==> src/rtl/mpu_chk_pkg.sv <==
`timescale 1ns/1ps
package mpu_chk_pkg;

  localparam int MASTER_W   = 3;
  localparam int RIGHTS_W   = 32;
  localparam int PRIV_FLD_W = 6;
  localparam int RW_BASE    = 24;

  typedef enum logic [1:0] {
    KIND_READ  = 2'd0,
    KIND_WRITE = 2'd1,
    KIND_EXEC  = 2'd2
  } acc_kind_e;

  typedef enum logic [1:0] {
    ERR_NO_HIT  = 2'd0,
    ERR_SINGLE  = 2'd1,
    ERR_OVERLAP = 2'd2
  } err_class_e;

  // Effective rwx mask in supervisor mode; code 3 defers to the user mask.
  function automatic logic [2:0] super_mask(input logic [1:0] code,
                                            input logic [2:0] user);
    case (code)
      2'd0:    return 3'b111;
      2'd1:    return 3'b101;
      2'd2:    return 3'b110;
      default: return user;
    endcase
  endfunction

  // Select the rwx bit that the access kind needs.
  function automatic logic rwx_permits(input logic [2:0] rwx,
                                       input logic [1:0] kind);
    case (kind)
      KIND_READ:  return rwx[2];
      KIND_WRITE: return rwx[1];
      KIND_EXEC:  return rwx[0];
      default:    return 1'b0;
    endcase
  endfunction

  // Read/write-only masters: fetches are judged by the read flag.
  function automatic logic rw_permits(input logic [1:0] rw,
                                      input logic [1:0] kind);
    case (kind)
      KIND_READ:  return rw[1];
      KIND_WRITE: return rw[0];
      KIND_EXEC:  return rw[1];
      default:    return 1'b0;
    endcase
  endfunction

  // Masked identifier compare: set mask bits are don't-care.
  function automatic logic pid_agrees(input logic [7:0] a,
                                      input logic [7:0] b,
                                      input logic [7:0] ignore);
    return ((a ^ b) & ~ignore) == 8'd0;
  endfunction

  // True when two or more bits of v are set.
  function automatic logic several(input logic [15:0] v);
    return (v & (v - 16'd1)) != 16'd0;
  endfunction

endpackage

==> src/rtl/mpu_region_match.sv <==
`timescale 1ns/1ps
module mpu_region_match
  import mpu_chk_pkg::*;
#(
  parameter int ADDR_W    = 32,
  parameter int PID_W     = 8,
  parameter int GRAN_BITS = 5
) (
  input  logic [ADDR_W-1:0]   acc_addr,
  input  logic [MASTER_W-1:0] acc_master,
  input  logic [1:0]          acc_kind,
  input  logic                acc_super,
  input  logic [PID_W-1:0]    acc_pid,
  input  logic [ADDR_W-1:0]   win_start,
  input  logic [ADDR_W-1:0]   win_end,
  input  logic [RIGHTS_W-1:0] rights,
  input  logic                win_valid,
  input  logic [PID_W-1:0]    win_pid,
  input  logic [PID_W-1:0]    win_pidmask,
  output logic                hit,
  output logic                allow
);

  localparam logic [ADDR_W-1:0] GMASK =
    {{(ADDR_W-GRAN_BITS){1'b0}}, {GRAN_BITS{1'b1}}};

  logic [ADDR_W-1:0]     lo_bound, hi_bound;
  logic                  in_window;
  logic                  is_priv;
  int                    fld_idx;
  logic [PRIV_FLD_W-1:0] priv_fld;
  logic [1:0]            rw_fld;
  logic                  pid_on, pid_ok;
  logic [2:0]            eff_rwx;
  logic [7:0]            pid_a, pid_b, pid_m;

  assign lo_bound  = win_start & ~GMASK;
  assign hi_bound  = win_end | GMASK;
  assign in_window = (acc_addr >= lo_bound) && (acc_addr <= hi_bound);

  assign is_priv  = ~acc_master[MASTER_W-1];
  assign fld_idx  = int'(acc_master[1:0]);
  assign priv_fld = rights[PRIV_FLD_W*fld_idx +: PRIV_FLD_W];
  assign rw_fld   = rights[RW_BASE + 2*fld_idx +: 2];

  assign pid_a  = 8'(acc_pid);
  assign pid_b  = 8'(win_pid);
  assign pid_m  = 8'(win_pidmask);
  assign pid_on = is_priv & priv_fld[5];
  assign pid_ok = ~pid_on | pid_agrees(pid_a, pid_b, pid_m);

  assign hit = win_valid & in_window & pid_ok;

  assign eff_rwx = acc_super ? super_mask(priv_fld[4:3], priv_fld[2:0])
                             : priv_fld[2:0];

  assign allow = is_priv ? rwx_permits(eff_rwx, acc_kind)
                         : rw_permits(rw_fld, acc_kind);

endmodule

==> config.mk <==
export PLATFORM = sky130hd
export DESIGN_NAME = mpu_region_match
export DESIGN_NICKNAME = d
export VERILOG_FILES = /design/src/rtl/mpu_chk_pkg.sv /design/src/rtl/mpu_region_match.sv
export SDC_FILE = /design/constraint.sdc
export NUM_CORES = 1
export LEC_CHECK = 0
export BUFFER_PORTS_ARGS = -buffer_cell sky130_fd_sc_hd__buf_4
export CAP_MARGIN = 15
export CORE_MARGIN = 2
export CORE_UTILIZATION = 30
export DETAILED_ROUTE_END_ITERATION = 10
export PLACE_DENSITY = 0.79
export SETUP_SLACK_MARGIN = 0.4
export SLEW_MARGIN = 20
export SYNTH_ARGS = -nofsm -noshare
export SYNTH_HDL_FRONTEND = slang
export SYNTH_SLANG_ARGS = --single-unit
==> constraint.sdc <==
create_clock -name vclk -period 3.64
set_input_delay 0.364 -clock vclk [all_inputs]
set_output_delay 0.364 -clock vclk [all_outputs]
set_load 0.1 [all_outputs]
Word level (Yosys, flattened, before mapping)
Cells that the tools add are included.
{"block": "word_totals", "regBits": 0, "input_bits": 159, "output_inout_bits": 2, "wordCells": 29}
{"block": "op_classes", "n_reduce_logical": 5, "mul": 1, "shift": 2, "n_mux": 5, "n_addsub": 1, "bitwise_logic": 9, "n_eq_ne": 4, "magnitude_cmp": 2}
{"op": "$ge 32x32->1", "n": 1}
{"op": "$le 32x32->1", "n": 1}
{"op": "$shiftx 32x6->6", "n": 1}
{"op": "$shiftx 32x7->2", "n": 1}
{"op": "$pmux 3 s3", "n": 1}
{"op": "$and 8x8->8", "n": 1}
{"op": "$logic_not 8->1", "n": 1}
{"op": "$not 8->8", "n": 1}
{"op": "$xor 8x8->8", "n": 1}
{"op": "$add 5x3->6 const A", "n": 1}
{"op": "$eq 2x1->1 const B", "n": 2}
{"op": "$eq 2x2->1 const B", "n": 2}
{"op": "$logic_not 2->1", "n": 2}
{"op": "$mul 2x2->4 const A", "n": 1}
{"op": "$and 1x1->1", "n": 3}
{"op": "$mux 3", "n": 1}
{"op": "$pmux 1 s3", "n": 1}
{"op": "$not 1->1", "n": 2}
{"op": "$pmux 1 s2", "n": 1}
{"op": "$reduce_or 2->1", "n": 1}
{"op": "$logic_and 1x1->1", "n": 1}
{"op": "$mux 1", "n": 1}
{"op": "$or 1x1->1", "n": 1}

Logic depth before layout (Yosys ltp)
{"block": "logic_depth", "word_depth": 7, "mapped_depth": 8}

Worst setup path after synthesis
Ideal clock, no wire load.
{"block": "synth_timing", "path_type": "in2out", "startpoint": "in win_end[6]", "endpoint": "out hit", "required_ps": 3276, "stages": 8, "arrival_time_ps": 3645, "n_path_buf": 0, "slack_ps": -369, "path_cell_list": "inv_1 -> ha_1 -> a21oi_1 -> nor2b_1 -> o31a_1 -> a2111oi_0 -> o211ai_1 -> a211oi_1"}
{"block": "synth_between", "elab_chain_cells": 4}
{"item": "start, declared", "line_no": "mpu_region_match.sv:15", "text": "input logic [ADDR_W-1:0] win_end,"}
{"item": "$le 32x32->1", "line_no": "mpu_region_match.sv:39", "text": "assign in_window = (acc_addr >= lo_bound) && (acc_addr <= hi_bound);"}
{"item": "$logic_and 1x1->1", "line_no": "mpu_region_match.sv:39"}
{"item": "$and 1x1->1 (2 in series)", "line_no": "mpu_region_match.sv:52", "text": "assign hit = win_valid & in_window & pid_ok;"}
{"item": "end, declared", "line_no": "mpu_region_match.sv:20", "text": "output logic hit,"}
No other way between the ends.

Worst setup path after layout
{"block": "layout_timing", "startpoint": "in acc_addr[6]", "endpoint": "out hit"}
{"block": "layout_between", "elab_chain_cells": 4, "word_cells_on_any_way": 5}
{"item": "start, declared", "line_no": "mpu_region_match.sv:9", "text": "input logic [ADDR_W-1:0] acc_addr,"}
{"item": "$ge 32x32->1 or $le 32x32->1 (tied branches)", "line_no": "mpu_region_match.sv:39"}
{"item": "$logic_and 1x1->1 (*)", "line_no": "mpu_region_match.sv:39"}
{"item": "$and 1x1->1 (*) (2 in series)", "line_no": "mpu_region_match.sv:52"}
Every way passes the cells marked *; elsewhere a longest branch is shown, timed or not.

==> metrics <==
worst vdd ir 78.6 uV; setup TNS 0 ns; FMAX 385 MHz; Post-Route Utilization 51.5%; CP Capture Type output pin; number of global-route vias before repair 2221; worst-margin pin slew 0.416 ns; critical path arrival 2.23 ns; Post-DRT Antenna Nets 0; Tmin final 2.60 ns; Final Cycle Share 71.4%; Routed Wire Length 5.39 mm; IO Count 161; area grow syn2layout 68.0%; post_cts resized 0; die area 6570 um2; WP buf/inv 2; most frequent CP cell buf_4; GRT Overall Usage 15.6%; buffers added on ports 151; Max Slew Vio Count 0; DIE HEIGHT 81.1 um; initial DRC count 16; largest net degree at the start of global routing 9; Startpoint Class primary input; hpwl dp 5.19 mm; Power Density 107 nW/um2; worst endpoint required time 3.28 ns; grt total ovfl 0; Max FO, Critical Path 2; Netlist Area Pre-Place 1780 um2; # DRC 0; Yosys Warn Count 0; buffer count from post-CTS setup fixing 0; most common cell after layout, fill and taps aside buf_4; Avg Inst Size Synth 7.71 um2; Slew HR 71.6%; crit-path cells buf_4 -> ha_1 -> nand4_1 -> nor2_1 -> o31a_1 -> a2111oi_0 -> o211ai_1 -> a211oi_2 -> buf_4; Final Hold Vio Count 0; Gate Count Post-Synth 231; max cap viols 0; family with the most delay on the worst path compound AO/OA/AOI/OAI gates; Lkg Pwr 1.73 nW; sequential area share after synthesis 0%; outcome complete, no violations; routed wire length per instance 11.9 um; Hold Path Class in -> out; most frequent cells in the layout buf_4 (151), inv_1 (56), ha_1 (54); Hold Crit Depth 3; routability cong. 0.769; storage element area 0 um2; DIE WIDTH 81.1 um; DR pass1 iterations 4; Slowest cell on crit path a2111oi_0; Initial Util 30.6%; Syn Nets 444; Final setup viols 0; CTS Hold Bufs 0; CP peak stage delay 0.34 ns; first-pass GRT wire length 8.46 mm; clk_buf instances 0; diodes inserted 0; RSZ-0062 raised after global routing no; core area 5820 um2; nets 595; antenna violations before repair 0; Rows 28; Seq cells 0; Vias 2223; number of vias per cell 4.89; total stage count of the critical path 9; CP Class in -> out; layout cell share with drive strength beyond 1 41.1%; Synth cell types 33
[report_power, final]
group | internal [mW] | switching, mW
registers | 0 | 0
clock network | 0 | 0
logic | 0.189 | 0.133
[path summary, 6_finish.rpt]
check / startpoint / endpoint / slack (ns)
max: acc_addr[6] / hit / 1.04
min: acc_master[2] / allow / 1.11
[logic make-up after synthesis]
logic type | count (synthesis) | share of synthesized area [%]
AOI/OAI and AO/OA | 55 | 18.2
xor gates and xnor gates | 8 | 3.93
adders and majority gates | 54 | 37.9
buffers and inverters | 58 | 13.2
muxes | 9 | 12.1
and+or+nand+nor | 47 | 14.6
[layer usage]
metal | wire [um] | GRT usage [%] | up-vias
li1 | - | - | 1134
met1 | 1950 | 16.7 | 986
met2 | 2920 | 33.0 | 99
met3 | 494 | 2.00 | 4
met4 | 34 | 1.02 | 0
met5 | 0 | 0 | -
[per-stage QoR]
step	worst slack (ns)	hold WS, ns	area (um2)	cells	power [mW]
final	1.04	1.11	2990	455	0.322
after global routing	0.941	1.13	2990	455	0.361
after CTS	0.997	1.12	2990	455	0.326
after detailed placement	1.01	1.11	2990	455	0.324
after global placement	1.04	1.11	2990	455	0.313
after floorplan	0.521	1.01	1790	231	0.159
[cell usage after synthesis]
| cell type | number | area, um2 |
|---|---|---|
| inv_1 | 56 | 210 |
| ha_1 | 54 | 676 |
| a21oi_1 | 26 | 130 |
| nand2_1 | 12 | 45.0 |
| nand4_1 | 10 | 62.6 |
| o21ai_0 | 10 | 50.1 |
| xnor2_1 | 8 | 70.1 |
| mux4_1 | 7 | 184 |
| nand3_1 | 5 | 25.0 |
| nor2_1 | 5 | 18.8 |
| a21o_1 | 4 | 30.0 |
| o22ai_1 | 4 | 25.0 |
| nor2b_1 | 3 | 18.8 |
| nor4_1 | 3 | 18.8 |
| or3_1 | 3 | 18.8 |
| a211oi_1 | 2 | 15.0 |
| nand2b_1 | 2 | 12.5 |
| o211ai_1 | 2 | 15.0 |
| a2111oi_0 | 1 | 8.76 |
| a221oi_1 | 1 | 8.76 |
| and4_1 | 1 | 8.76 |
| and4b_1 | 1 | 10.0 |
| buf_6 | 1 | 11.3 |
| clkbuf_8 | 1 | 13.8 |
| mux2i_1 | 1 | 10.0 |
| mux4_2 | 1 | 22.5 |
| nand3b_1 | 1 | 7.51 |
| nor2b_4 | 1 | 13.8 |
| o21ai_1 | 1 | 5.00 |
| o21bai_1 | 1 | 7.51 |
| o221a_2 | 1 | 11.3 |
| o221ai_1 | 1 | 8.76 |
| o31a_1 | 1 | 8.76 |
[area by class of cell]
cell class / count / area (um2)
fill: 577 / 2820
inverter: 56 / 210
tap: 75 / 93.8
multi-input combinational: 173 / 1560
timing repair buffer: 151 / 1130
[tightest hold or removal path, stage by stage]
cell	delay (ns)
buf_4	0.09
mux2i_2	0.06
buf_4	0.23
No activity file was read; power rests on OpenSTA's default activity.
